[src/rtl/i2c_ctl_pkg.sv]
`timescale 1ns/1ps
package i2c_ctl_pkg;
  localparam int REG_W       = 32;
  localparam int NBUS        = 2;
  localparam int SET_BUS_BIT = 10;
  localparam int SET_EN_BIT  = 11;
  localparam int SET_W       = 13;
  localparam int CMD_WR_BIT  = 23;
  localparam int CMD_M16_BIT = 25;
  localparam int CMD_GO_BIT  = 31;

  localparam logic [1:0] STAT_PEND = 2'b00;
  localparam logic [1:0] STAT_OK   = 2'b01;
  localparam logic [1:0] STAT_FAIL = 2'b11;

  typedef enum logic [1:0] {ST_IDLE, ST_START, ST_BYTE, ST_STOP} seq_st_e;
  typedef enum logic [1:0] {SL_ADDR, SL_WR, SL_RD1, SL_RD2} slot_e;

  typedef struct packed {
    logic [6:0] addr;
    logic       wr;
    logic       m16;
    logic [7:0] wbyte;
  } xfer_t;
endpackage

[src/rtl/i2c_quarter_div.sv]
`timescale 1ns/1ps
module i2c_quarter_div #(
  parameter int PRESC_W = 10
) (
  input  logic               clk_i,
  input  logic               rst_ni,
  input  logic               run_i,
  input  logic               load_i,
  input  logic [PRESC_W-1:0] presc_i,
  output logic               tick_o
);
  localparam int QW = PRESC_W - 2;

  logic [QW-1:0] quarter, cnt_q;

  assign quarter = (presc_i[PRESC_W-1:2] == '0) ? QW'(1) : presc_i[PRESC_W-1:2];
  assign tick_o  = run_i && !load_i && (cnt_q == '0);

  always_ff @(posedge clk_i or negedge rst_ni) begin
    if (!rst_ni)                      cnt_q <= '0;
    else if (load_i || tick_o)        cnt_q <= quarter - QW'(1);
    else if (run_i && cnt_q != '0)    cnt_q <= cnt_q - QW'(1);
  end
endmodule

[src/rtl/i2c_bus_mux.sv]
`timescale 1ns/1ps
module i2c_bus_mux #(
  parameter int NBUS = 2,
  localparam int SELW = (NBUS > 1) ? $clog2(NBUS) : 1
) (
  input  logic            clk_i,
  input  logic            rst_ni,
  input  logic [SELW-1:0] sel_i,
  input  logic            scl_low_i,
  input  logic            sda_low_i,
  input  logic [NBUS-1:0] sda_i,
  output logic [NBUS-1:0] scl_oe_o,
  output logic [NBUS-1:0] sda_oe_o,
  output logic            sda_o
);
  logic [NBUS-1:0] sync1_q, sync2_q;

  for (genvar b = 0; b < NBUS; b++) begin : g_bus
    assign scl_oe_o[b] = scl_low_i && (sel_i == SELW'(b));
    assign sda_oe_o[b] = sda_low_i && (sel_i == SELW'(b));
  end

  always_ff @(posedge clk_i or negedge rst_ni) begin
    if (!rst_ni) begin
      sync1_q <= '1;
      sync2_q <= '1;
    end else begin
      sync1_q <= sda_i;
      sync2_q <= sync1_q;
    end
  end

  assign sda_o = sync2_q[sel_i];
endmodule

[src/rtl/i2c_bit_seq.sv]
`timescale 1ns/1ps
module i2c_bit_seq
  import i2c_ctl_pkg::*;
(
  input  logic        clk_i,
  input  logic        rst_ni,
  input  logic        tick_i,
  input  logic        go_i,
  input  xfer_t       xfer_i,
  input  logic        sda_i,
  output logic        busy_o,
  output logic        done_o,
  output logic        fail_o,
  output logic [15:0] rdata_o,
  output logic        scl_low_o,
  output logic        sda_low_o,
  output seq_st_e     st_o
);
  seq_st_e     st_q;
  slot_e       slot_q;
  xfer_t       x_q;
  logic [1:0]  ph_q;
  logic [3:0]  bit_q;
  logic        sda_q, samp_q, fail_q, done_q;
  logic [15:0] rx_q;
  logic        drv_bit;     // 1 = release
  logic [2:0]  idx;
  logic [7:0]  addr_byte;
  logic        last_bit;

  assign idx       = 3'(4'd7 - bit_q);
  assign addr_byte = {x_q.addr, ~x_q.wr};
  assign last_bit  = (bit_q == 4'd8);

  always_comb begin
    unique case (slot_q)
      SL_ADDR: drv_bit = last_bit ? 1'b1 : addr_byte[idx];
      SL_WR:   drv_bit = last_bit ? 1'b1 : x_q.wbyte[idx];
      SL_RD1:  drv_bit = last_bit ? !x_q.m16 : 1'b1;  // ack first of two
      default: drv_bit = 1'b1;                         // nack the last byte
    endcase
  end

  always_comb begin
    unique case (st_q)
      ST_START: scl_low_o = (ph_q == 2'd3);
      ST_BYTE,
      ST_STOP:  scl_low_o = !ph_q[1];
      default:  scl_low_o = 1'b0;
    endcase
  end

  always_ff @(posedge clk_i or negedge rst_ni) begin
    if (!rst_ni) begin
      st_q   <= ST_IDLE;
      slot_q <= SL_ADDR;
      x_q    <= '0;
      ph_q   <= '0;
      bit_q  <= '0;
      sda_q  <= 1'b0;
      samp_q <= 1'b1;
      fail_q <= 1'b0;
      done_q <= 1'b0;
      rx_q   <= '0;
    end else begin
      done_q <= 1'b0;
      if (go_i && st_q == ST_IDLE) begin
        st_q   <= ST_START;
        slot_q <= SL_ADDR;
        x_q    <= xfer_i;
        ph_q   <= '0;
        bit_q  <= '0;
        fail_q <= 1'b0;
        rx_q   <= '0;
        sda_q  <= 1'b0;
      end else if (tick_i && st_q != ST_IDLE) begin
        ph_q <= ph_q + 2'd1;
        unique case (st_q)
          ST_START: begin
            if (ph_q == 2'd0) sda_q <= 1'b1;
            if (ph_q == 2'd3) st_q  <= ST_BYTE;
          end
          ST_BYTE: begin
            if (ph_q == 2'd0) sda_q  <= !drv_bit;
            if (ph_q == 2'd2) samp_q <= sda_i;
            if (ph_q == 2'd3) begin
              if (!last_bit) begin
                bit_q <= bit_q + 4'd1;
                if (slot_q == SL_RD1 || slot_q == SL_RD2) rx_q <= {rx_q[14:0], samp_q};
              end else begin
                bit_q <= '0;
                unique case (slot_q)
                  SL_ADDR: begin
                    if (samp_q) begin
                      fail_q <= 1'b1;
                      st_q   <= ST_STOP;
                    end else begin
                      slot_q <= x_q.wr ? SL_WR : SL_RD1;
                    end
                  end
                  SL_WR: begin
                    fail_q <= samp_q;
                    st_q   <= ST_STOP;
                  end
                  SL_RD1: begin
                    if (x_q.m16) slot_q <= SL_RD2;
                    else         st_q   <= ST_STOP;
                  end
                  default: st_q <= ST_STOP;
                endcase
              end
            end
          end
          ST_STOP: begin
            if (ph_q == 2'd0) sda_q <= 1'b1;
            if (ph_q == 2'd2) sda_q <= 1'b0;
            if (ph_q == 2'd3) begin
              st_q   <= ST_IDLE;
              done_q <= 1'b1;
            end
          end
          default: ;
        endcase
      end
    end
  end

  assign busy_o    = (st_q != ST_IDLE);
  assign done_o    = done_q;
  assign fail_o    = fail_q;
  assign rdata_o   = rx_q;
  assign sda_low_o = sda_q;
  assign st_o      = st_q;
endmodule

[src/rtl/i2c_reg_master.sv]
`timescale 1ns/1ps
module i2c_reg_master
  import i2c_ctl_pkg::*;
#(
  parameter int PRESC_W = 10
) (
  input  logic              clk_i,
  input  logic              rst_ni,
  input  logic              reg_we_i,
  input  logic [1:0]        reg_addr_i,
  input  logic [REG_W-1:0]  reg_wdata_i,
  output logic [REG_W-1:0]  reg_rdata_o,
  input  logic [NBUS-1:0]   sda_i,
  output logic [NBUS-1:0]   scl_oe_o,
  output logic [NBUS-1:0]   sda_oe_o
);
  logic [SET_W-1:0] set_q;
  logic [30:0]      cmd_q;
  logic [1:0]       status_q;
  logic             bus_q;
  logic             enable, go, busy, done, fail, tick, scl_low, sda_low, sda_in;
  logic [15:0]      rx;
  xfer_t            xfer;
  seq_st_e          seq_st;

  assign enable = set_q[SET_EN_BIT];
  assign go     = reg_we_i && (reg_addr_i == 2'd1) && reg_wdata_i[CMD_GO_BIT]
                  && enable && !busy;

  assign xfer.addr  = reg_wdata_i[22:16];
  assign xfer.wr    = reg_wdata_i[CMD_WR_BIT];
  assign xfer.m16   = reg_wdata_i[CMD_M16_BIT];
  assign xfer.wbyte = reg_wdata_i[7:0];

  always_ff @(posedge clk_i or negedge rst_ni) begin
    if (!rst_ni) begin
      set_q    <= '0;
      cmd_q    <= '0;
      status_q <= STAT_PEND;
      bus_q    <= 1'b0;
    end else begin
      if (reg_we_i && reg_addr_i == 2'd0) set_q <= reg_wdata_i[SET_W-1:0];
      if (reg_we_i && reg_addr_i == 2'd1) cmd_q <= reg_wdata_i[30:0];
      if (go) begin
        status_q <= STAT_PEND;
        bus_q    <= set_q[SET_BUS_BIT];
      end else if (done) begin
        status_q <= fail ? STAT_FAIL : STAT_OK;
      end
    end
  end

  always_comb begin
    unique case (reg_addr_i)
      2'd0:    reg_rdata_o = {{(REG_W-SET_W){1'b0}}, set_q};
      2'd1:    reg_rdata_o = {1'b0, cmd_q};
      2'd2:    reg_rdata_o = {4'b0, status_q, 10'b0, rx};
      default: reg_rdata_o = '0;
    endcase
  end

  i2c_quarter_div #(.PRESC_W(PRESC_W)) u_div (
    .clk_i   (clk_i),
    .rst_ni  (rst_ni),
    .run_i   (busy),
    .load_i  (go),
    .presc_i (set_q[PRESC_W-1:0]),
    .tick_o  (tick)
  );

  i2c_bit_seq u_seq (
    .clk_i     (clk_i),
    .rst_ni    (rst_ni),
    .tick_i    (tick),
    .go_i      (go),
    .xfer_i    (xfer),
    .sda_i     (sda_in),
    .busy_o    (busy),
    .done_o    (done),
    .fail_o    (fail),
    .rdata_o   (rx),
    .scl_low_o (scl_low),
    .sda_low_o (sda_low),
    .st_o      (seq_st)
  );

  i2c_bus_mux #(.NBUS(NBUS)) u_mux (
    .clk_i     (clk_i),
    .rst_ni    (rst_ni),
    .sel_i     (bus_q),
    .scl_low_i (scl_low),
    .sda_low_i (sda_low),
    .sda_i     (sda_i),
    .scl_oe_o  (scl_oe_o),
    .sda_oe_o  (sda_oe_o),
    .sda_o     (sda_in)
  );
endmodule

[config.mk]
export PLATFORM = sky130hd
export DESIGN_NAME = i2c_reg_master
export DESIGN_NICKNAME = d
export VERILOG_FILES = /design/src/rtl/i2c_ctl_pkg.sv /design/src/rtl/i2c_quarter_div.sv /design/src/rtl/i2c_bus_mux.sv /design/src/rtl/i2c_bit_seq.sv /design/src/rtl/i2c_reg_master.sv
export SDC_FILE = /design/constraint.sdc
export NUM_CORES = 1
export LEC_CHECK = 0
export ABC_AREA = 1
export BUFFER_PORTS_ARGS = -buffer_cell sky130_fd_sc_hd__buf_2
export CORE_ASPECT_RATIO = 0.8
export CORE_UTILIZATION = 52
export CTS_CLUSTER_DIAMETER = 100
export DETAILED_ROUTE_END_ITERATION = 8
export GPL_TIMING_DRIVEN = 0
export PLACE_DENSITY = 0.86
export SLEW_MARGIN = 10
export SYNTH_ARGS = -nofsm -noshare
export SYNTH_HDL_FRONTEND = slang
export SYNTH_SLANG_ARGS = --single-unit
[constraint.sdc]
create_clock -name clk_i -period 1.9 [get_ports clk_i]
set_input_delay 0.38 -clock clk_i [delete_from_list [all_inputs] [get_ports clk_i]]
set_output_delay 0.38 -clock clk_i [all_outputs]
set_load 0.02 [all_outputs]
; Word level (Yosys, flattened, before mapping)
; Index checks and enable logic that the tools add are counted.
[word_totals]
reg_bits = 106
latchBits = 0
mem_bits_rw = 0
mem_bits_ro = 0
inputBits = 39
output_inout_bits = 36
wordCells = 166
n_memories = 0
[op_classes]
add_sub_neg = 5
multipliers = 0
n_div = 0
order_cmp = 2
n_eq_ne = 22
shifts = 0
n_mux = 67
n_bitwise = 3
n_reduce_logical = 47
[op_table]
columns = operator, count
row1 = $mux W16, 6
row2 = $pmux W31 S3, 1
row3 = $mux W2, 21
row4 = $mux W8, 3
row5 = $mux W1, 22
row6 = $ne A3 B1 Y1 const B, 7
row7 = $mux W4, 5
row8 = $logic_not A8 Y1, 2
row9 = $reduce_bool A2 Y1, 8
row10 = $sub A8 B1 Y8 const B, 2
row11 = $eq A2 B2 Y1 const B, 7
row12 = $logic_and A1 B1 Y1, 14
row13 = $logic_not A2 Y1, 4
row14 = $pmux W2 S2, 2
row15 = $reduce_and A8 Y1, 1
row16 = $reduce_bool A8 Y1, 1
row17 = $reduce_and A7 Y1, 1
row18 = $bmux W1 S3, 2
row19 = $eq A2 B1 Y1 const B, 3
row20 = $pmux W1 S3, 2
row21 = $pmux W2 S3, 1
row22 = $reduce_and A3 Y1, 2
row23 = $reduce_and A6 Y1, 1
row24 = $reduce_bool A3 Y1, 2
row25 = 18 further kinds, 26

; Logic depth before layout (Yosys ltp)
; Gate-level depths: netlist (run 1).
[depth]
depth_word = 11
depth_mapped = 15
depth_no_buf = 15

; By module
; From an unflattened synthesis (run 1), not the netlist that was laid out.
[hier_totals]
cells_unflattened = 718
area_unflattened_um2 = 5629.1
[by_module_without_submodules]
columns = module, n_inst, cells_each, area_each_um2, seq_area_each_um2
row1 = i2c_bit_seq, 1, 301, 2473.6, 1177.4
row2 = i2c_reg_master, 1, 282, 2288.4, 1176.1
row3 = i2c_quarter_div, 1, 119, 716.9, 200.2
row4 = i2c_bus_mux, 1, 16, 150.1, 105.1

; Least setup slack after synthesis (run 1)
; Ideal clock, no wire load.
[synth_timing]
path_kind = register -> register
startpoint = reg u_seq.st_q[0], in the netlist u_seq.st_o[0]
endpoint = reg u_div.cnt_q[6]
setup_ps = 118
arrival_time_ps = 2040
required_ps = 1782
path_slack_ps = -258
stages_incl_launch_ff = 16
n_path_buf = 0
period_less_slack_ps = 2158
path_cell_list = dfrtp_1 > inv_1 > ha_1 > nor3_2 > nand2_2 > nand2_4 > nand2_1 > o21ai_1 > inv_1 > ha_1 > nand2_2 > nor2_4 > nand2_1 > nand2_1 > nand3_1 > nand2_1
[synth_between]
elab_chain_len = 8
elab_cells_between_ends = 10
classes_between = 1 x mux / 9 x reduce/logical
[synth_rtl]
columns = element, line
row1 = start: declaration, i2c_bit_seq.sv:19  ; seq_st_e st_q;
row2 = start signal: assignment, i2c_bit_seq.sv:55  ; st_q <= ST_IDLE;
row3 = start signal: assignment, i2c_bit_seq.sv:68  ; st_q <= ST_START;
row4 = start signal: assignment, i2c_bit_seq.sv:81  ; if (ph_q == 2'd3) st_q <= ST_BYTE;
row5 = $reduce_bool A2 Y1 (*), i2c_bit_seq.sv:128  ; assign busy_o = (st_q != ST_IDLE);
row6 = $logic_not A1 Y1, i2c_reg_master.sv:28  ; && enable && !busy;
row7 = $logic_and A1 B1 Y1, i2c_reg_master.sv:28
row8 = $logic_not A1 Y1, i2c_quarter_div.sv:17  ; assign tick_o = run_i && !load_i && (cnt_q == '0);
row9 = $logic_and A1 B1 Y1 (2 in series), i2c_quarter_div.sv:17
row10 = $logic_or A1 B1 Y1, i2c_quarter_div.sv:21  ; else if (load_i || tick_o) cnt_q <= quarter - QW'(1);
row11 = $mux W8 or $reduce_bool A2 Y1 (tied branches), -
row12 = end signal: assignment, i2c_quarter_div.sv:21
row13 = end signal: assignment, i2c_quarter_div.sv:22  ; else if (run_i && cnt_q != '0) cnt_q <= cnt_q - QW'(1);
row14 = end: declaration, i2c_quarter_div.sv:14  ; logic [QW-1:0] quarter, cnt_q;
; Every way passes the cells marked *; elsewhere a longest branch is shown, timed or not.
; A chain may end at the register's enable or synchronous reset.

; Worst setup path in the final report (run 1)
[layout_timing]
startpoint = reg u_seq.st_q[0], in the netlist u_seq.st_o[0]
endpoint = reg u_seq.rx_q[5], in the netlist u_seq.rdata_o[5]
[layout_between]
elab_chain_len = 9
elab_cells_between_ends = 17
classes_between = 2 x eq/ne / 1 x mux / 14 x reduce/logical
[layout_rtl]
columns = element, line
row1 = $reduce_bool A2 Y1, "i2c_bit_seq.sv:76, i2c_bit_seq.sv:128"
row2 = $logic_not A1 Y1, i2c_reg_master.sv:28
row3 = $logic_and A1 B1 Y1, i2c_reg_master.sv:28
row4 = $logic_not A1 Y1, i2c_quarter_div.sv:17
row5 = $logic_and A1 B1 Y1 (2 in series), i2c_quarter_div.sv:17
row6 = $logic_and A1 B1 Y1, i2c_bit_seq.sv:76  ; end else if (tick_i && st_q != ST_IDLE) begin
row7 = $reduce_bool A2 Y1 (no source line), -
row8 = $reduce_and A5 Y1 (no source line), -
row9 = end signal: assignment, i2c_bit_seq.sv:89  ; if (slot_q == SL_RD1 || slot_q == SL_RD2) rx_q <= {rx_q[14:0], samp_q};
row10 = end: declaration, i2c_bit_seq.sv:25  ; logic [15:0] rx_q;
; Several ways; a longest one is shown, not always the timed one.

==> run summary, run 1 <==
Status: finished, violations left
Failing checks: setup timing
Hold Fails Final Rpt: 0
Iteration-0 DRC Markers: 460
Final setup vio count: 19
Post-synthesis sequential area ratio: 49.4%
Crit path DAT: 2.24 ns
Per-cell routed wire length: 16.9 µm
CP required: 2.18 ns
Core footprint: 9850 µm²
Worst Setup End Kind: register
Setup clock skew after layout: 0.00790 ns
Pre-antenna DRT Iters: 6
CTS Buffer Depth: 2
Final instance area: 6930 µm²
CP max FO: 7
CTS tree: yes
Total Routed Length: 15700 µm
Post-synth net total: 726
First-pass GRT wire length: 23400 µm
Syn Area/Cell: 8.00 µm²
H-tree depth: 3
Clock sink count: 106
Most common cell after layout, fill and taps aside: nand2_1
YS warnings: 0
Largest net degree at the start of global routing: 71
Hold WC Path Type: in -> reg
Dpl hpwl: 10200 µm
Most frequent cells in the layout: nand2_1, inv_1, dfrtp_1, o21ai_0, buf_2
DRC viols: 0
Worst-Skew Late Latency: 0.36 ns
Antenna diodes: 0
Vias in the first global route: 4858
Layout cells sized above 1: 27.8%
RSZ-0062 raised after global routing: yes
GPL Wtd Cong: 0.900
Slew Viols, Final: 0
DR vias/cell: 5.63
Pwr Density: 962 nW/µm²
Filler cell count: 737
Cell area after placement: 6010 µm²
Synth Cell Area: 5380 µm²
F_max: 511 MHz
CP Launch Type: register
Leakage: 0.00346 µW
Period Utilization, post-route: 103%
I/O Buffers: 72
DR vias: 5216
Die ar.: 10800 µm²
Area delta synth->final: 28.7%
Layout net count: 838
DRT antenna net count: 0
GRT Util Overall: 28.4%
Mapped Cells: 673
Worst hold slack: 0.121 ns
Initial antenna violation count: 0
Place WS: -0.286 ns
Die Span Y: 93 µm
Worst VDD drop: 0.000549 V
CTS Buf Count: 9
Starting density of the core: 54.6%
Fin crit period: 1.96 ns
Clk pin slew, worst setup/hold paths: 0.07 ns
Multi-input logic area: 2530 µm²
Setup ws final: -0.0587 ns
Die Wd: 116 µm
WS Path Type: reg -> reg
Row cnt: 32
GR Overflow Total: 0
I/O Pins: 75
FF+latch count, synth: 106
Netlist cell types: 35
Sequential cell area: 2660 µm²
Clk root buf: clkbuf_16
Max-cap violation count: 0
## sequential cells by signal, indices dropped and copies added, names as in the netlist
name	flops
u_seq.samp_q	1
u_seq.st_o	2
status_q	2
u_seq.ph_q	2
u_seq.sda_low_o	1
u_seq.bit_q	4
set_q	13
u_seq.done_o	1
u_seq.addr_byte	7
u_mux.sync1_q	2
u_mux.sync2_q	2
u_seq.slot_q	2
u_div.cnt_q	8
bus_q	1
cmd_q	31
u_seq.rdata_o	16
u_seq.fail_o	1
u_seq.x_q	10
## critical path, cell delays in order (launching register included)
cell     delay, ns
dfrtp_2       0.41
inv_4         0.07
ha_4          0.18
nor3_4        0.19
nand4_1       0.15
buf_6         0.16
o31ai_4       0.23
buf_6         0.19
buf_8         0.13
nand3_2       0.07
o21ai_1       0.11
## synthesized netlist by cell type (all sizes together)
cell	instances	area share (%)
o211ai	18	2.5
o21bai	2	0.28
inv	104	7.3
o22ai	6	0.70
dfrtp	101	47
ha	14	3.3
o21ai	101	9.4
conb	1	0.070
nor2	49	4.0
a31oi	2	0.23
o31ai	1	0.23
nand4	4	0.46
nand3b	4	0.56
buf	11	1.3
nand3	55	5.3
and3	2	0.23
a21oi	8	0.74
nor4	1	0.12
dfstp	5	2.4
nand2	156	12
or2	2	0.23
clkbuf	18	1.3
clkinv	2	0.14
nor3	6	0.65
## area by class of cell
class                   instances  share of cell area (%)
flip-flops and latches        106                    38.4
clock inverters                 6                   0.722
inverters                     106                    5.87
clock buffers                  10                    3.31
repair buffers                104                    9.95
well taps                     136                    2.46
plain buffers                  26                    2.67
multi-input cells             432                    36.6
## logic make-up (layout without fill, tap and decap cells)
logic type,Yosys count,after routing,share of synthesized area [%]
buffers and inverters,135,252,10.0
adder cells (fa/ha/maj),14,14,3.25
other,1,1,0.0697
AO/OA/AOI/OAI,138,138,14.1
flip-flops,106,106,49.4
AND/OR/NAND/NOR,279,279,23.2
## power breakdown
part	switching [µW]	internal, µW
combinational	1200	710
clock	890	904
sequential	315	2650
total	2400	4260
## per-layer routing
layer	global-route usage, %	vias to the layer above	wire length, µm
met1	37.6	2488	6360
met3	6.55	50	1350
li1	-	2377	-
met2	45.0	301	7500
met5	0	-	0
met4	11.9	0	454
## path summary, 6_finish.rpt
kind | cells past startpoint | slack [ns] | from | to
min | 1 | 0.12 | sda_i[1] | u_mux.sync1_q[1]
max in group asynchronous | 3 | 0.76 | rst_ni | set_q[8]
min in group asynchronous | 2 | 0.49 | rst_ni | cmd_q[28]
max | 10 | -0.06 | u_seq.st_o[0] | u_seq.rdata_o[5]
min reg2reg | 0 | 0.36 | u_mux.sync1_q[0] | u_mux.sync2_q[0]
max reg2reg | 10 | -0.06 | u_seq.st_o[0] | u_seq.rdata_o[5]
## through the flow
step	power [µW]	util [%]	TNS, ns	std cells
global placement	4440	60.6	-73.97	881
global route	7010	70.3	-3.07	926
CTS	6420	66.4	-0.0130	914
floorplan	4050	-	-0.0427	673
detailed placement	4550	61.0	-9.19	882
finish	6660	70.3	-0.598	926
## timing repair
action | 4_1_cts | 5_1_grt
gates cloned | 2 | 1
buffers inserted | 16 | 11
endpoints found under the hold margin | 31 | 0
hold buffers | 1 | 0
pin swaps | 9 | 17
endpoints found under the setup margin | 63 | 42
gates resized for setup | 41 | 75
(Power assumes the default switching activity.)
==> inputs of run 2 (changes only) <==
--- a/config.mk
+++ b/config.mk
@@ -7,12 +7,12 @@
 export LEC_CHECK = 0
 export ABC_AREA = 1
 export BUFFER_PORTS_ARGS = -buffer_cell sky130_fd_sc_hd__buf_2
-export CORE_ASPECT_RATIO = 0.8
 export CORE_UTILIZATION = 52
 export CTS_CLUSTER_DIAMETER = 100
 export DETAILED_ROUTE_END_ITERATION = 8
 export GPL_TIMING_DRIVEN = 0
 export PLACE_DENSITY = 0.86
+export SETUP_SLACK_MARGIN = 0.2
 export SLEW_MARGIN = 10
 export SYNTH_ARGS = -nofsm -noshare
 export SYNTH_HDL_FRONTEND = slang
==> run summary, run 2 (synthesis results as in run 1) <==
CTS tree: yes (unchanged)
Row cnt: 36 (was 32)
Pwr Density: 895 nW/µm² (was 962 nW/µm²)
Layout net count: 855 (was 838)
CP required: 2.17 ns (was 2.18 ns)
Share of total power in the clock network: 23.6% (was 26.9%)
DR vias: 5503 (was 5216)
Pre-antenna DRT Iters: 6 (unchanged)
CP Launch Type: register (unchanged)
Worst-Skew Late Latency: 0.39 ns (was 0.36 ns)
Antenna diodes: 0 (unchanged)
GRT Util Overall: 30.6% (was 28.4%)
CP Buf/Inv Count: 2 (was 4)
Status: finished, violations left (unchanged)
Clk pin slew, worst setup/hold paths: 0.11 ns (was 0.07 ns)
Die Span Y: 104 µm (was 93 µm)
Iteration-0 DRC Markers: 520 (was 460)
Max-cap violation count: 0 (unchanged)
Cell count after placement: 880 (was 882)
Leakage: 0.00365 µW (was 0.00346 µW)
Critical path cell sequence: inv_4 > ha_4 > nor3_4 > nand4_1 > buf_4 > o21ai_4 > o211ai_1 > nand2_1 > o21ai_2 (was inv_4 > ha_4 > nor3_4 > nand4_1 > buf_6 > o31ai_4 > buf_6 > buf_8 > nand3_2 > o21ai_1)
CTS Buffer Depth: 2 (unchanged)
First-pass GRT wire length: 26000 µm (was 23400 µm)
Comb pwr share: 32.0% (was 28.6%)
DRT antenna net count: 0 (unchanged)
Hold-critical path depth: 1 (unchanged)
GR Overflow Total: 0 (unchanged)
I/O Pins: 75 (unchanged)
Max FFs per register: 31 (unchanged)
CTS Buf Count: 9 (unchanged)
Vias in the first global route: 5291 (was 4858)
Layout cells sized above 1: 33.0% (was 27.8%)
Sw frac: 37.7% (was 36.0%)
Per-cell routed wire length: 18.3 µm (was 16.9 µm)
GPL Wtd Cong: 0.932 (was 0.900)
Setup ws final: -0.225 ns (was -0.0587 ns)
Worst path slowest cell: dfrtp_2 (unchanged)
WP depth: 9 (was 10)
Reg power frac: 44.4% (was 44.5%)
WS Path Type: reg -> reg (unchanged)
DR vias/cell: 5.85 (was 5.63)
Setup clock skew after layout: 0.0123 ns (was 0.00790 ns)
Final setup vio count: 33 (was 19)
Total Routed Length: 17200 µm (was 15700 µm)
Core footprint: 9910 µm² (was 9850 µm²)
Highest metal used: met4 (unchanged)
Clk root buf: clkbuf_8 (was clkbuf_16)
Non-Filler Instances: 940 (was 926)
Setup TNS: -4.20 ns (was -0.598 ns)
I/O Buffers: 72 (unchanged)
Most common cell after layout, fill and taps aside: nand2_1 (unchanged)
Switching power: 2490 µW (was 2400 µW)
Slew Viols, Final: 0 (unchanged)
F_max: 471 MHz (was 511 MHz)
Period Utilization, post-route: 112% (was 103%)
Crit path DAT: 2.39 ns (was 2.24 ns)
Initial antenna violation count: 0 (unchanged)
Fin crit period: 2.12 ns (was 1.96 ns)
CP max FO: 4 (was 7)
CP top delay family: simple AND/OR/NAND/NOR gates (was buffers and inverters)
Post-Route M1 WL: 6450 µm (was 6360 µm)
Die ar.: 10800 µm² (about the same)
Failing checks: setup timing (unchanged)
Most frequent cells in the layout: nand2_1, dfrtp_1, inv_1, o21ai_0, buf_2 (was nand2_1, inv_1, dfrtp_1, o21ai_0, buf_2)
Clock sink count: 106 (unchanged)
Place WS: -0.332 ns (was -0.286 ns)
Met2 WL post-DR: 8720 µm (was 7500 µm)
DRC viols: 0 (unchanged)
Final core occ: 74.6% (was 70.3%)
Most flop-heavy register: cmd_q (unchanged)
Area delta synth->final: 37.4% (was 28.7%)
RSZ-0062 raised after global routing: yes (unchanged)
Worst Setup End Kind: register (unchanged)
Largest net degree at the start of global routing: 38 (was 71)
Final Power: 6620 µW (was 6660 µW)
Worst-case reg-to-reg path depth: 9 (was 10)
P_int: 4130 µW (was 4260 µW)
Hold WC Path Type: in -> reg (unchanged)
Crit-path max cell delay: 0.44 ns (was 0.41 ns)
Dpl hpwl: 9890 µm (was 10200 µm)
Die Wd: 104 µm (was 116 µm)
Hold Fails Final Rpt: 0 (unchanged)
Met3 WL post-DR: 1420 µm (was 1350 µm)
Starting density of the core: 54.3% (was 54.6%)
H-tree depth: 3 (unchanged)
Worst VDD drop: 0.000532 V (was 0.000549 V)
[run 2: layout make-up]
| type | count | area, µm² |
|---|---|---|
| Multi-Input combinational cell | 432 | 2700 |
| Sequential cell | 106 | 2660 |
| Fill cell | 625 | 2510 |
| Timing Repair Buffer | 118 | 941 |
| Inverter | 106 | 414 |
| Buffer | 29 | 292 |
| Tap cell | 133 | 166 |
| Clock buffer | 9 | 124 |
| Clock inverter | 7 | 92.6 |
[run 2: through the flow]
stage | area, µm² | hold slack (ns)
global route | 7390 | 0.0570
detailed placement | 6100 | 0.350
floorplan | 5530 | 0.0844
global placement | 6060 | 0.349
finish | 7390 | 0.0754
CTS | 7030 | 0.0730
[run 2: worst paths after layout]
| path | startpoint | end | slack, ns |
|---|---|---|---|
| worst max-delay path | u_seq.st_o[1] | u_seq.fail_o | -0.22 |
| min in group asynchronous | rst_ni | cmd_q[16] | 0.47 |
| worst min-delay path | sda_i[1] | u_mux.sync1_q[1] | 0.08 |
| worst max register to register | u_seq.st_o[1] | u_seq.fail_o | -0.22 |
| max in group asynchronous | rst_ni | u_mux.sync1_q[1] | 0.55 |
| worst min register to register | u_mux.sync1_q[0] | u_mux.sync2_q[0] | 0.36 |
[run 2: power by group through the flow]
stage | sequential (µW) | clock (µW) | combinational [µW]
global route | 2970 | 1650 | 2330
global placement | 2930 | 0 | 1540
floorplan | 2870 | 0 | 1230
CTS | 2910 | 1530 | 1890
finish | 2940 | 1560 | 2120
detailed placement | 2950 | 0 | 1640
[run 2: repair_timing]
| action | in CTS | in global routing |
|---|---|---|
| hold buffers | 1 | 0 |
| pin swaps | 32 | 32 |
| endpoints found under the setup margin | 81 | 84 |
| gates cloned | 1 | 2 |
| hold endpoints to repair | 34 | 0 |
| buffers inserted | 26 | 14 |
| resized for setup | 127 | 65 |
[run 2: per-layer routing]
metal  global-route usage, %  vias to the layer above
li1                        -                     2421
met1                    38.1                     2649
met2                    51.6                      369
met3                    5.29                       64
met4                    15.0                        0
met5                       0                        -
